**src/rtl/sram_ctrl_pkg.sv**
```systemverilog
package sram_ctrl_pkg;

  typedef enum logic [2:0] {
    ST_IDLE      = 3'd0,
    ST_READ_WAIT = 3'd1,
    ST_WR_SETUP  = 3'd2,
    ST_WR_PULSE  = 3'd3,
    ST_WR_HOLD   = 3'd4,
    ST_RECOVER   = 3'd5
  } ctrl_state_e;

  function automatic int max_of3(input int a, input int b, input int c);
    int m;
    m = a;
    if (b > m) m = b;
    if (c > m) m = c;
    return m;
  endfunction

endpackage

```
**src/rtl/sram_ctrl_rst_sync.sv**
```systemverilog
module sram_ctrl_rst_sync #(
  parameter int STAGES = 2
) (
  input  logic clk,
  input  logic rst_n,
  output logic rst_sync_n
);

  logic [STAGES-1:0] sync_q;

  always_ff @(posedge clk or negedge rst_n) begin
    if (!rst_n) begin
      sync_q <= '0;
    end else begin
      sync_q <= {sync_q[STAGES-2:0], 1'b1};
    end
  end

  assign rst_sync_n = sync_q[STAGES-1];

endmodule

```
**src/rtl/sram_ctrl_timer.sv**
```systemverilog
module sram_ctrl_timer #(
  parameter int CW = 4
) (
  input  logic          clk,
  input  logic          rst_n,
  input  logic          load,
  input  logic [CW-1:0] load_val,
  output logic          expired
);

  logic [CW-1:0] cnt_q;
  logic [CW-1:0] cnt_d;
  logic          cnt_en;

  assign expired = (cnt_q == '0);
  assign cnt_en  = load || !expired;

  always_comb begin
    cnt_d = cnt_q;
    if (load) begin
      cnt_d = load_val;
    end else if (!expired) begin
      cnt_d = cnt_q - 1'b1;
    end
  end

  always_ff @(posedge clk or negedge rst_n) begin
    if (!rst_n) begin
      cnt_q <= '0;
    end else if (cnt_en) begin
      cnt_q <= cnt_d;
    end
  end

endmodule

```
**src/rtl/sram_ctrl_fsm.sv**
```systemverilog
module sram_ctrl_fsm
  import sram_ctrl_pkg::*;
#(
  parameter int T_ACC = 3,
  parameter int T_WP  = 2,
  parameter int T_WR  = 2,
  parameter int CW    = 2
) (
  input  logic          clk,
  input  logic          rst_n,
  input  logic          pwr_good,
  input  logic          req,
  input  logic          wr,
  input  logic          tmr_expired,
  output logic          tmr_load,
  output logic [CW-1:0] tmr_val,
  output logic          accept,
  output logic          read_done,
  output logic          fail_evt,
  output ctrl_state_e   state,
  output logic          ready,
  output logic          ce_n,
  output logic          oe_n,
  output logic          we_n
);

  localparam logic [CW-1:0] ACC_LD = CW'(T_ACC - 1);
  localparam logic [CW-1:0] WP_LD  = CW'(T_WP - 1);
  localparam logic [CW-1:0] WR_LD  = CW'(T_WR - 1);

  ctrl_state_e state_q;
  ctrl_state_e state_d;

  always_comb begin
    state_d   = state_q;
    tmr_load  = 1'b0;
    tmr_val   = '0;
    accept    = 1'b0;
    read_done = 1'b0;
    fail_evt  = 1'b0;
    unique case (state_q)
      ST_IDLE: begin
        if (req) begin
          if (!pwr_good) begin
            fail_evt = 1'b1;
          end else begin
            accept   = 1'b1;
            tmr_load = 1'b1;
            if (wr) begin
              state_d = ST_WR_SETUP;
            end else begin
              state_d = ST_READ_WAIT;
              tmr_val = ACC_LD;
            end
          end
        end
      end
      ST_READ_WAIT: begin
        if (!pwr_good) begin
          fail_evt = 1'b1;
          state_d  = ST_IDLE;
        end else if (tmr_expired) begin
          read_done = 1'b1;
          state_d   = ST_IDLE;
        end
      end
      ST_WR_SETUP: begin
        if (!pwr_good) begin
          fail_evt = 1'b1;
          state_d  = ST_IDLE;
        end else begin
          tmr_load = 1'b1;
          tmr_val  = WP_LD;
          state_d  = ST_WR_PULSE;
        end
      end
      ST_WR_PULSE: begin
        if (tmr_expired) begin
          state_d = ST_WR_HOLD;
        end
      end
      ST_WR_HOLD: begin
        tmr_load = 1'b1;
        tmr_val  = WR_LD;
        state_d  = ST_RECOVER;
      end
      ST_RECOVER: begin
        if (tmr_expired) begin
          state_d = ST_IDLE;
        end
      end
      default: begin
        state_d = ST_IDLE;
      end
    endcase
  end

  always_ff @(posedge clk or negedge rst_n) begin
    if (!rst_n) begin
      state_q <= ST_IDLE;
    end else begin
      state_q <= state_d;
    end
  end

  assign state = state_q;
  assign ready = (state_q == ST_IDLE);
  assign ce_n  = !((state_q == ST_READ_WAIT) || (state_q == ST_WR_SETUP) ||
                   (state_q == ST_WR_PULSE)  || (state_q == ST_WR_HOLD));
  assign oe_n  = (state_q != ST_READ_WAIT);
  assign we_n  = (state_q != ST_WR_PULSE);

  // A write strobe only falls inside an already-open chip-enable window
  AST_WE_AFTER_CE: assert property (@(posedge clk) disable iff (!rst_n)
    $fell(we_n) |-> $past(!ce_n)) else $error("write strobe opened chip select");

  // Leaving the strobe phase always passes through one hold cycle with CE still low
  AST_HOLD_AFTER_PULSE: assert property (@(posedge clk) disable iff (!rst_n)
    $rose(we_n) |-> !ce_n) else $error("chip select released with write strobe");

  // No new cycle is launched from idle while power is bad
  AST_LOCKOUT_NO_START: assert property (@(posedge clk) disable iff (!rst_n)
    (ready && !pwr_good) |=> (ce_n && oe_n && we_n)) else $error("cycle started under lockout");

  // A strobe phase runs to completion once begun, even without power
  AST_PULSE_NOT_CUT: assert property (@(posedge clk) disable iff (!rst_n)
    (!we_n && !tmr_expired) |=> !we_n) else $error("write pulse shortened");

endmodule

```
**src/rtl/sram_ctrl_datapath.sv**
```systemverilog
module sram_ctrl_datapath
  import sram_ctrl_pkg::*;
#(
  parameter int AW = 11,
  parameter int DW = 8
) (
  input  logic          clk,
  input  logic          rst_n,
  input  logic          accept,
  input  logic          read_done,
  input  logic          fail_evt,
  input  ctrl_state_e   state,
  input  logic [AW-1:0] addr_in,
  input  logic [DW-1:0] wdata_in,
  input  logic [DW-1:0] dq_in,
  output logic [AW-1:0] mem_addr,
  output logic [DW-1:0] dq_out,
  output logic          dq_drive,
  output logic [DW-1:0] rdata,
  output logic          rvalid,
  output logic          err
);

  logic [AW-1:0] addr_q;
  logic [DW-1:0] wdat_q;
  logic [DW-1:0] rdat_q;
  logic          rvalid_q;
  logic          err_q;

  always_ff @(posedge clk or negedge rst_n) begin
    if (!rst_n) begin
      addr_q <= '0;
      wdat_q <= '0;
    end else if (accept) begin
      addr_q <= addr_in;
      wdat_q <= wdata_in;
    end
  end

  always_ff @(posedge clk or negedge rst_n) begin
    if (!rst_n) begin
      rdat_q <= '0;
    end else if (read_done) begin
      rdat_q <= dq_in;
    end
  end

  always_ff @(posedge clk or negedge rst_n) begin
    if (!rst_n) begin
      rvalid_q <= 1'b0;
      err_q    <= 1'b0;
    end else begin
      rvalid_q <= read_done;
      err_q    <= fail_evt;
    end
  end

  assign mem_addr = addr_q;
  assign dq_out   = wdat_q;
  assign dq_drive = (state == ST_WR_PULSE);
  assign rdata    = rdat_q;
  assign rvalid   = rvalid_q;
  assign err      = err_q;

  // A completed read is reported for a single cycle only
  AST_RVALID_ONE_CYCLE: assert property (@(posedge clk) disable iff (!rst_n)
    rvalid |=> !rvalid) else $error("rvalid longer than one cycle");

  // Abort and completion are mutually exclusive
  AST_ERR_NOT_RVALID: assert property (@(posedge clk) disable iff (!rst_n)
    !(err && rvalid)) else $error("err and rvalid together");

  // Outgoing write data does not move while it is being driven
  AST_WDATA_STEADY: assert property (@(posedge clk) disable iff (!rst_n)
    dq_drive |=> (!dq_drive || $stable(dq_out))) else $error("bus data changed mid-strobe");

endmodule

```
**src/rtl/sram_cycle_ctrl.sv**
```systemverilog
module sram_cycle_ctrl
  import sram_ctrl_pkg::*;
#(
  parameter int AW    = 11,
  parameter int DW    = 8,
  parameter int T_ACC = 3,
  parameter int T_WP  = 2,
  parameter int T_WR  = 2
) (
  input  logic          clk,
  input  logic          rst_n,
  input  logic          pwr_good,
  input  logic          req,
  input  logic          wr,
  input  logic [AW-1:0] addr,
  input  logic [DW-1:0] wdata,
  output logic          ready,
  output logic          rvalid,
  output logic [DW-1:0] rdata,
  output logic          err,
  output logic [AW-1:0] sram_addr,
  output logic          sram_ce_n,
  output logic          sram_oe_n,
  output logic          sram_we_n,
  output logic [DW-1:0] sram_dq_o,
  output logic          sram_dq_oe,
  input  logic [DW-1:0] sram_dq_i
);

  localparam int TMAX = max_of3(T_ACC, T_WP, T_WR);
  localparam int CW   = (TMAX < 2) ? 1 : $clog2(TMAX);

  logic          rst_sync_n;
  logic          tmr_load;
  logic [CW-1:0] tmr_val;
  logic          tmr_expired;
  logic          accept;
  logic          read_done;
  logic          fail_evt;
  ctrl_state_e   state;

  sram_ctrl_rst_sync #(.STAGES(2)) u_rst (
    .clk       (clk),
    .rst_n     (rst_n),
    .rst_sync_n(rst_sync_n)
  );

  sram_ctrl_timer #(.CW(CW)) u_tmr (
    .clk     (clk),
    .rst_n   (rst_sync_n),
    .load    (tmr_load),
    .load_val(tmr_val),
    .expired (tmr_expired)
  );

  sram_ctrl_fsm #(
    .T_ACC(T_ACC), .T_WP(T_WP), .T_WR(T_WR), .CW(CW)
  ) u_fsm (
    .clk        (clk),
    .rst_n      (rst_sync_n),
    .pwr_good   (pwr_good),
    .req        (req),
    .wr         (wr),
    .tmr_expired(tmr_expired),
    .tmr_load   (tmr_load),
    .tmr_val    (tmr_val),
    .accept     (accept),
    .read_done  (read_done),
    .fail_evt   (fail_evt),
    .state      (state),
    .ready      (ready),
    .ce_n       (sram_ce_n),
    .oe_n       (sram_oe_n),
    .we_n       (sram_we_n)
  );

  sram_ctrl_datapath #(.AW(AW), .DW(DW)) u_dp (
    .clk      (clk),
    .rst_n    (rst_sync_n),
    .accept   (accept),
    .read_done(read_done),
    .fail_evt (fail_evt),
    .state    (state),
    .addr_in  (addr),
    .wdata_in (wdata),
    .dq_in    (sram_dq_i),
    .mem_addr (sram_addr),
    .dq_out   (sram_dq_o),
    .dq_drive (sram_dq_oe),
    .rdata    (rdata),
    .rvalid   (rvalid),
    .err      (err)
  );

  // Output-enable is off whenever the write strobe is on
  AST_OE_OFF_IN_WRITE: assert property (@(posedge clk) disable iff (!rst_sync_n)
    !sram_we_n |-> sram_oe_n) else $error("read and write strobes overlap");

  // Address is frozen for as long as the chip is selected
  AST_ADDR_STABLE: assert property (@(posedge clk) disable iff (!rst_sync_n)
    !sram_ce_n |=> (sram_ce_n || $stable(sram_addr))) else $error("address moved under chip select");

  // The bus is driven only inside the write strobe, and always inside it
  AST_DRIVE_WINDOW: assert property (@(posedge clk) disable iff (!rst_sync_n)
    sram_dq_oe == !sram_we_n) else $error("bus drive outside strobe window");

  // Busy controller never reports ready
  AST_BUSY_NOT_READY: assert property (@(posedge clk) disable iff (!rst_sync_n)
    !sram_ce_n |-> !ready) else $error("ready while chip selected");

endmodule

```
**config.mk**
```make
export PLATFORM = sky130hd
export DESIGN_NAME = sram_cycle_ctrl
export DESIGN_NICKNAME = d
export VERILOG_FILES = /design/src/rtl/sram_ctrl_pkg.sv /design/src/rtl/sram_ctrl_rst_sync.sv /design/src/rtl/sram_ctrl_timer.sv /design/src/rtl/sram_ctrl_fsm.sv /design/src/rtl/sram_ctrl_datapath.sv /design/src/rtl/sram_cycle_ctrl.sv
export SDC_FILE = /design/constraint.sdc
export NUM_CORES = 1
export LEC_CHECK = 0
export ABC_AREA = 0
export ABC_CLOCK_PERIOD_IN_PS = 3300
export CORE_AREA = 2 2 71 56
export CTS_CLUSTER_DIAMETER = 120
export CTS_CLUSTER_SIZE = 28
export DETAILED_ROUTE_END_ITERATION = 10
export DIE_AREA = 0 0 73 58
export PLACE_DENSITY = 0.95
export SYNTH_ARGS = -nofsm -noshare
export SYNTH_HDL_FRONTEND = slang
export SYNTH_SLANG_ARGS = --single-unit
```
**constraint.sdc**
```tcl
create_clock -name clk -period 3.3 [get_ports clk]
set_input_delay 0.66 -clock clk [delete_from_list [all_inputs] [get_ports clk]]
set_output_delay 0.66 -clock clk [all_outputs]
set_load 0.02 [all_outputs]
```
==> results by group, run 1 <==
Cells and area
  • NumNets Final: 211
  • Fin area: 2385 um2
  • Layout cells sized above 1: 21.35%
  • Area grow syn2layout: 53.22%
  • Antenna diode count: 0

Clocking
  • Post-CTS Hold Fix Bufs: 0
  • TritonCTS clock tree: built
  • TritonCTS buffer count: 5
  • Post-cts sizing count: 0
  • Max clock buf depth: 2
  • Clock root cell: clkbuf_8
  • CTS clk-pin slew, worst paths: 70 ps
  • Sink Count: 36
  • Setup Buffers After CTS: 0
  • Clock Latency Late Sink: 290 ps
  • H-Tree Depth: 2

Placement
  • Gpl congestion: 0.8725
  • Placed inst area: 2226 um2
  • Post-DP HPWL: 2.568 mm
  • Setup WS pre-CTS: 739.8 ps
  • Port Buffer Count: 65

Worst setup path
  • Crit-path cells: or3b_4 > clkdlybuf4s50_1
  • Max Fanout on Critical Path: 15
  • Reg-to-Reg End: u_dp.mem_addr[8]
  • CP peak stage delay: 610 ps
  • CP required: 2640 ps
  • Critical path arrival: 1930 ps
  • Startpoint Class: flip-flop
  • Slowest CP cell: dfrtp_1
  • Worst path bufs/invs: 1
  • Reg2Reg Setup Slack: 1150 ps
  • Crit path kind: reg -> out
  • Crit Reg-Reg Startpoint: u_fsm.state[0]
  • Critical Path Sink Type: output pin
  • R2r worst-path depth: 3
  • Critical path's top delay family: flip-flops

Synthesis
  • Synth Area in XOR/XNOR: 0.5627%
  • Syn Inst Count: 109
  • Largest cells by area after synthesis: dfrtp_1 (58%), mux2_2 (12%), mux2_4 (7.7%), buf_6 (2.2%), mux2_1 (2.2%)
  • Cell taking the most area after synthesis: dfrtp_1
  • Largest family of logic cells by synthesized area: multiplexers
  • Sequential fraction of the synthesis area: 57.88%
  • Area fraction in compound gates after synthesis: 6.833%
  • Post-synthesis instance area: 1556 um2
  • Mapped Avg Cell Area: 14.28 um2
  • Warnings from Yosys: 0
  • Syn Nets: 143
  • #FFs+latches synth: 36
  • Post-synth cell types: 31
  • Post-Synth Adder-Cell Area: 1.608%
  • Simple-Gate Fraction of Synth Area: 8.039%
  • Mux contribution to synthesized area: 21.46%
  • Top cell type's share of synthesized area: 57.88%

Pwr
  • P_leak: 1.033 nW
  • Power density over the cells: 1098 nW/um2
  • Pint: 1.714 mW
  • Sw Share: 34.54%
  • Reg power frac: 30.7%
  • VDD IR-drop max: 398.2 uV
  • Tot Pwr: 2.619 mW
  • Share of power burned in the clock network: 20.5%
  • Combinational power share: 48.9%
  • NetSw: 904.5 uW

Drt
  • Drt wl/cell: 16.90 um
  • DR iter-0 viols: 83
  • Via density: 5.241
  • DR vias: 1153
  • DRT Wirelength: 3.718 mm
  • Pre-antenna DRT Iters: 5
  • Routed Antenna Nets: 0
  • Remaining DRCs: 0

Die
  • Row Count: 19
  • Ports: 66
  • Starting density of the core: 43.94%
  • Die area: 4234 um2
  • Die Wd: 73 um
  • Core Region: 3542 um2
  • Die Height: 58 um

Timing
  • Peak Freq: 386.8 MHz
  • RSZ-0062 raised after global routing: false
  • Final hold slack: 160.6 ps
  • Worst-Margin Slew: 839.5 ps
  • Setup TNS: 0 ps
  • Slew HR: 44.03%
  • Final WS setup: 714.9 ps
  • Layout Skew: 9.479 ps
  • Final hold violation count: 0
  • Final worst path period need: 2585 ps
  • Final setup viols: 0
  • Fin crit share: 78.34%
  • Slew Limit Fails: 0

Global routing
  • Wire length of the first global-routing pass: 5.706 mm
  • Initial antenna violation count: 0
  • Total GRT Usage: 18.72%
  • Global route total overflow: 0
  • Largest net degree at the start of global routing: 26
  • Vias in the first global route: 1162

Min path
  • Type of the worst min-delay path: reg -> async

Run status
  • Outcome: complete, no violations

Run
  • Max cap viols: 0
==> worst reg2reg max path, cell delays in order (launching register included) <==
cell and delay [ps]:
dfrtp_1 540, nor3_2 320, and3_1 760, mux2_2 420
==> routing by layer <==
layer  vias up  routed length [um]  track usage (%)
met1       575                1480            21.00
met2        60                1882            32.05
met3         4                 297            6.087
met5         -                   0                0
li1        514                   -                -
met4         0                  59            9.259
==> cell type report <==
type	instances	area, um2
clock buffers	5	68.82
inverters	3	11.26
well taps	42	52.55
repair buffers	66	658.1
multi-input cells	65	603.1
flip-flops and latches	36	900.9
clock inverters	3	90.09
fillers	217	1157
==> cells by family (layout without fill, tap and decap cells) <==
kind of cell,Yosys count,count (layout)
DFF,36,36
xor gates and xnor gates,1,1
adders and majority gates,2,2
AOI/OAI and AO/OA,15,15
buffers and inverters,8,77
other,1,1
muxes,27,27
and+or+nand+nor,19,19
==> power groups by stage <==
stage	combinational, mW	clock [mW]	sequential [mW]
6_report	1.28	0.536	0.803
5_1_grt	1.36	0.564	0.827
4_1_cts	1.29	0.540	0.803
3_5_place_dp	1.26	0	0.805
3_3_place_gp	1.22	0	0.787
2_1_floorplan	0.533	0	0.990
==> flip-flops by register name (all words and copies together), names as in the netlist <==
register / flops
u_dp.rdata: 8
u_dp.rvalid: 1
u_dp.err: 1
u_tmr.cnt_q: 2
u_dp.mem_addr: 11
u_fsm.state: 3
u_rst.sync_q: 2
u_dp.dq_out: 8
==> worst max-delay path by stage <==
| stage | slack, ps | from | end | depth (start not counted) |
|---|---|---|---|---|
| 6_report | 710 | u_fsm.state[0] | sram_oe_n | 2 |
| 5_1_grt | 610 | u_fsm.state[1] | sram_dq_oe | 4 |
| 4_1_cts | 730 | u_fsm.state[0] | sram_oe_n | 2 |
| 3_5_place_dp | 740 | pwr_good | u_dp.mem_addr[10] | 3 |
| 3_3_place_gp | 840 | pwr_good | u_dp.dq_out[4] | 3 |
| 2_1_floorplan | 1550 | u_fsm.state[0] | u_dp.dq_out[4] | 5 |
==> cells in the final DEF (no fill, tap or decap), types with 2 or more instances in the layout <==
| master | n |
|---|---|
| mux2_2 | 16 |
| mux2_4 | 8 |
| mux2_1 | 3 |
| nor2_1 | 2 |
| a21o_1 | 2 |
| clkdlybuf4s50_1 | 65 |
| o21ai_0 | 3 |
| nor3_1 | 2 |
| a21oi_1 | 3 |
| dfrtp_1 | 36 |
| clkbuf_8 | 5 |
| inv_1 | 3 |
| nand2b_1 | 2 |
| nand2_1 | 4 |
| nor2b_1 | 3 |
| bufinv_16 | 3 |
| ha_1 | 2 |
==> cell usage after synthesis, drive strengths merged <==
cell type and count:
dfrtp 36, o21a 1, nor2b 3, or3b 1, o21ai 3, ha 2, nand2b 2, a21oi 3
conb 1, xnor2 1, nor2 3, inv 3, o32ai 1, nor3 3, and3 1, o311ai 1
clkbuf 2, nand2 4, nand3 1, nand4b 1, o2bb2ai 1, o21ba 1, a2111oi 1, a31o 1
a21o 2, mux2 27, buf 3
==> metrics by stage <==
stage	utilization, %	cells
after floorplan	-	109
final	67.33	220
after global placement	62.84	212
after global routing	67.33	220
after detailed placement	62.84	212
after CTS	67.33	220
Note: power is estimated with default switching activity, not from simulation.
==> run 2: changes to the inputs <==
- ABC_CLOCK_PERIOD_IN_PS: 3300 -> 2600
- CORE_AREA: 2 2 71 56 -> 2 2 74 58
- DIE_AREA: 0 0 73 58 -> 0 0 76 60
- PLACE_DENSITY: 0.95 -> 0.89
- clock period: 3.3 -> 2.6 ns (I/O delays scaled with it)
==> results by group, run 2 (synthesis gave the netlist of run 1 again) <==
Timing
  • Layout Skew: 4.279 ps (-5.200 ps)
  • Final hold violation count: 0 (unchanged)
  • Fin crit share: 93.66%
  • RSZ-0062 raised after global routing: false
  • Final setup viols: 0 (unchanged)
  • Setup TNS: 0 ps (unchanged)
  • Slew HR: 64.51% (+20 points)
  • Final worst path period need: 2435 ps
  • Slew Limit Fails: 0 (unchanged)
  • Peak Freq: 410.6 MHz
  • Worst-Margin Slew: 518.9 ps (-320.6 ps)

Clocking
  • Post-cts sizing count: 0 (unchanged)
  • CTS clk-pin slew, worst paths: 70 ps (about the same)
  • Clock root cell: clkbuf_8
  • Max clock buf depth: 2 (unchanged)
  • Clock Latency Late Sink: 280 ps (about the same)
  • TritonCTS clock tree: built
  • H-Tree Depth: 2 (unchanged)
  • Post-CTS Hold Fix Bufs: 0 (unchanged)
  • TritonCTS buffer count: 5 (unchanged)
  • Sink Count: 36 (unchanged)
  • Setup Buffers After CTS: 0 (unchanged)

Worst setup path
  • Critical Path Sink Type: output pin
  • CP peak stage delay: 590 ps (-20 ps)
  • Worst path depth: 4 (+2)
  • Worst path bufs/invs: 2 (+1)
  • CP required: 2080 ps (-560 ps)
  • Slowest CP cell: clkdlybuf4s50_1
  • R2r worst-path depth: 4 (+1)
  • Reg2Reg Setup Slack: 860 ps (-290 ps)
  • Reg-to-Reg End: u_dp.mem_addr[9]
  • Max Fanout on Critical Path: 11 (-4)
  • Worst Setup SP: u_fsm.state[1]
  • CP Capture Point: sram_dq_oe
  • Critical path's top delay family: buffers and inverters
  • Crit path kind: reg -> out
  • Critical path arrival: 1920 ps (about the same)
  • Startpoint Class: flip-flop
  • Crit Reg-Reg Startpoint: u_fsm.state[0]
  • Crit-path cells: nor2b_1 > nand2_1 > inv_1 > clkdlybuf4s50_1

Global routing
  • Total GRT Usage: 16.08% (-2.6 points)
  • Largest net degree at the start of global routing: 26 (unchanged)
  • Wire length of the first global-routing pass: 5.499 mm (-3.6%)
  • Global route total overflow: 0 (unchanged)
  • Vias in the first global route: 1140 (-1.9%)
  • Initial antenna violation count: 0 (unchanged)

Die
  • Core Region: 3879 um2 (+9.5%)
  • Die area: 4560 um2 (+7.7%)
  • Die Wd: 76 um (+4.1%)
  • Ports: 66 (unchanged)
  • Die Height: 60 um (+3.4%)
  • Starting density of the core: 40.13% (-3.8 points)
  • Row Count: 20 (+1)

Pwr
  • Power density over the cells: 1284 nW/um2 (+17%)
  • VDD IR-drop max: 746.4 uV (+87%)
  • P_leak: 1.005 nW (-2.7%)

Placement
  • Gpl congestion: 0.7754 (-11%)
  • Placed inst area: 2250 um2 (+1.1%)
  • Post-DP HPWL: 2.530 mm (-1.5%)
  • Port Buffer Count: 65 (unchanged)
  • DP Cell Count: 226 (+6.6%)

Drt
  • DR vias: 1120 (-2.9%)
  • Pre-antenna DRT Iters: 4 (-1)
  • Via density: 4.786 (-8.7%)
  • DR iter-0 viols: 19 (-77%)
  • Remaining DRCs: 0 (unchanged)
  • DRT Wirelength: 3.341 mm (-10%)
  • Routed Antenna Nets: 0 (unchanged)
  • Drt wl/cell: 14.28 um (-16%)

Min path
  • Type of the worst min-delay path: reg -> async

Cells and area
  • Max reg flops: 11 (unchanged)
  • Post-Layout Cell Count: 234 (+6.4%)
  • Fill cells: 300 (+38%)
  • Most common cell after layout, fill and taps aside: clkdlybuf4s50_1
  • Most frequent cells in the layout: clkdlybuf4s50_1 (65), dfrtp_1 (36), mux2_2 (16), mux2_4 (8), clkbuf_8 (6)
  • Final core utilization: 60.32% (-7.0 points)
  • Layout cells sized above 1: 20.67% (-0.68 points)
  • Area grow syn2layout: 50.32%
  • Antenna diode count: 0 (unchanged)
  • Fin area: 2340 um2 (-1.9%)
  • NumNets Final: 212 (+0.47%)

Run
  • Max cap viols: 0 (unchanged)

Run status
  • Outcome: complete, no violations
-- run 2: cell types whose count changed in the layout (fill, tap and decap cells not counted), sizes merged --
cell / before / now
clkbuf: 5 / 8
buf: 1 / 2
bufinv: 3 / 0
-- run 2: per-stage QoR --
| stage | hold WS [ps] | total power [mW] | worst slack (ps) |
|---|---|---|---|
| detailed placement | 168.5 | 2.628 | 493.4 |
| CTS | 178.6 | 3.046 | 162.3 |
| global placement | 144.5 | 2.557 | 523.4 |
| global route | 201.9 | 3.188 | 36.71 |
| floorplan | 224.4 | 1.934 | 846.5 |
| finish | 151.6 | 3.004 | 164.7 |
-- run 2: power by group --
group	internal (mW)	switching [mW]
Combinational	0.872	0.725
Clock	0.216	0.185
Sequential	0.824	0.182
-- run 2: worst min-delay path by stage --
stage               cells after the start             from         endpoint
global route                            0  u_rst.sync_q[1]    u_dp.rdata[6]
floorplan                               0            rst_n  u_rst.sync_q[0]
CTS                                     0  u_rst.sync_q[1]    u_dp.rdata[0]
finish                                  0  u_rst.sync_q[1]    u_dp.rdata[6]
detailed placement                      0  u_rst.sync_q[1]    u_dp.rdata[7]
global placement                        0  u_rst.sync_q[1]    u_dp.rdata[0]
-- run 2: final cells by class --
cell class	instances	area, um2	area share (%)
Sequential cell	36	900.9	38.50
Timing Repair Buffer	67	665.6	28.45
Multi-Input combinational cell	65	603.1	25.78
Clock buffer	8	90.09	3.850
Tap cell	55	68.82	2.941
Inverter	3	11.26	0.4813
-- run 2: layer usage --
layer	vias up	part of all wire, %	global-route usage (%)
li1	518	-	-
met1	524	41	18.11
met2	68	46	26.79
met3	10	9.9	6.798
met4	0	2.5	8.571
met5	-	0	0
==> run 3: changes to the inputs <==
- CORE_AREA: 2 2 74 58 -> 2 2 55 78
- DIE_AREA: 0 0 76 60 -> 0 0 57 80
- PLACE_DENSITY: 0.89 -> 0.88
==> results by group, run 3 (synthesis gave the netlist of run 1 again) <==
Timing
  • Fin crit share: 93.77% (+0.10 points)
  • Layout Skew: 4.565 ps (+0.2858 ps)
  • Slew Limit Fails: 0 (unchanged)
  • Peak Freq: 410.2 MHz (-0.11%)
  • Final setup viols: 0 (unchanged)
  • Setup TNS: 0 ps (unchanged)
  • Final worst path period need: 2438 ps (+2.665 ps)
  • Final hold violation count: 0 (unchanged)
  • Final WS setup: 162.1 ps (-2.665 ps)
  • RSZ-0062 raised after global routing: false

Cells and area
  • Final core utilization: 60.53% (+0.20 points)
  • Most common cell after layout, fill and taps aside: clkdlybuf4s50_1
  • Max reg flops: 11 (unchanged)
  • Sequential cell area: 900.9 um2 (unchanged)
  • Fill cells: 314 (+4.7%)
  • Area of the multi-input gates: 603.1 um2 (unchanged)
  • Antenna diode count: 0 (unchanged)
  • Area grow syn2layout: 49.76%
  • Most frequent cells in the layout: clkdlybuf4s50_1 (65), dfrtp_1 (36), mux2_2 (16), mux2_4 (8), clkbuf_8 (7)
  • Post-Layout Cell Count: 221 (-5.6%)
  • NumNets Final: 212 (unchanged)
  • Layout cells sized above 1: 21.35% (+0.68 points)

Clocking
  • Clock Latency Late Sink: 280 ps (about the same)
  • Post-CTS Hold Fix Bufs: 0 (unchanged)
  • CTS clk-pin slew, worst paths: 70 ps (about the same)
  • TritonCTS clock tree: built
  • Sink Count: 36 (unchanged)
  • Max clock buf depth: 2 (unchanged)
  • TritonCTS buffer count: 5 (unchanged)
  • Clock root cell: clkbuf_8
  • Post-cts sizing count: 0 (unchanged)
  • Setup Buffers After CTS: 0 (unchanged)
  • H-Tree Depth: 2 (unchanged)

Placement
  • Post-DP HPWL: 2.785 mm (+10%)
  • Setup WS pre-CTS: 454.2 ps (-39.12 ps)
  • DP Cell Count: 214 (-5.3%)
  • Gpl congestion: 0.7834 (+1.0%)
  • Port Buffer Count: 65 (unchanged)

Pwr
  • VDD IR-drop max: 1084 uV (+45%)
  • P_leak: 1.010 nW (+0.48%)
  • Tot Pwr: 3.045 mW (+1.4%)
  • Power density over the cells: 1306 nW/um2 (+1.8%)

Die
  • Row Count: 27 (+35%)
  • Die Wd: 57 um (-25%)
  • Die area: 4560 um2 (unchanged)
  • Ports: 66 (unchanged)
  • Die Height: 80 um (+33%)
  • Core Region: 3851 um2 (-0.71%)
  • Starting density of the core: 40.42% (+0.29 points)

Drt
  • DR iter-0 viols: 11 (-8)
  • DRT Wirelength: 3.559 mm (+6.5%)
  • Via density: 5.127 (+7.1%)
  • Routed Antenna Nets: 0 (unchanged)
  • Drt wl/cell: 16.10 um (+13%)
  • Pre-antenna DRT Iters: 5 (+1)
  • DR vias: 1133 (+1.2%)
  • Remaining DRCs: 0 (unchanged)

Min path
  • Type of the worst min-delay path: reg -> async

Worst setup path
  • CP required: 2080 ps (about the same)
  • R2r worst-path depth: 4 (unchanged)
  • Critical Path Sink Type: output pin
  • Reg-to-Reg End: u_dp.mem_addr[5]
  • Max Fanout on Critical Path: 15 (+4)
  • Worst Setup SP: u_fsm.state[0]
  • CP Capture Point: sram_oe_n
  • Crit Reg-Reg Startpoint: u_fsm.state[0]
  • Crit path kind: reg -> out
  • Startpoint Class: flip-flop
  • Critical path arrival: 1920 ps (about the same)
  • Reg2Reg Setup Slack: 820 ps (-40 ps)

Global routing
  • Largest net degree at the start of global routing: 24 (-7.7%)
  • Wire length of the first global-routing pass: 6.092 mm (+11%)
  • Initial antenna violation count: 0 (unchanged)
  • Vias in the first global route: 1257 (+10%)
  • Total GRT Usage: 17.59% (+1.5 points)
  • Global route total overflow: 0 (unchanged)

Run status
  • Outcome: complete, no violations

Run
  • Max cap viols: 0 (unchanged)
[run 3: changes by cell type in the layout (fill, tap and decap cells not counted), sizes merged]
cell / previous run / this run
clkbuf: 8 / 7
[run 3: cell type report]
type	count	area share, %
Timing Repair Buffer	67	28.56
Clock buffer	7	4.133
Tap cell	43	2.308
Sequential cell	36	38.65
Multi-Input combinational cell	65	25.87
Inverter	3	0.4831
[run 3: where the power goes]
| part | leakage, nW | switching (mW) | total, mW | internal, mW |
|---|---|---|---|---|
| logic | 0.525 | 0.740 | 1.61 | 0.873 |
| clock network | 0.0503 | 0.183 | 0.419 | 0.236 |
| registers | 0.435 | 0.189 | 1.01 | 0.825 |
[run 3: worst max-delay path, cell delays in order, from the launching register on]
cell and delay [ps]:
dfrtp_1 600, or3b_4 470, clkdlybuf4s50_1 560
[run 3: how the worst min path moves through the flow]
stage	from	end	slack [ps]	depth (start not counted)
floorplan	rst_n	u_rst.sync_q[0]	220	0
global placement	u_rst.sync_q[1]	u_dp.rdata[0]	190	0
detailed placement	u_rst.sync_q[1]	u_dp.mem_addr[2]	200	0
CTS	u_rst.sync_q[1]	u_dp.mem_addr[0]	200	0
global route	u_rst.sync_q[1]	u_dp.rdata[4]	230	0
finish	u_rst.sync_q[1]	u_dp.rdata[7]	200	0
[run 3: metrics by stage]
stage | hold slack, ps | cell area (um2)
2_1_floorplan | 224.4 | 1556
3_3_place_gp | 187.9 | 2235
3_5_place_dp | 198.1 | 2235
4_1_cts | 204.2 | 2331
5_1_grt | 234.3 | 2331
6_report | 195.7 | 2331
[run 3: routing by layer]
layer | vias to the layer above | wire length [um] | global-route usage [%]
met1 | 565 | 1246 | 18.39
met3 | 8 | 183 | 5.186
met4 | 0 | 57 | 6.279
li1 | 519 | - | -
met5 | - | 0 | 0
met2 | 41 | 2072 | 32.64
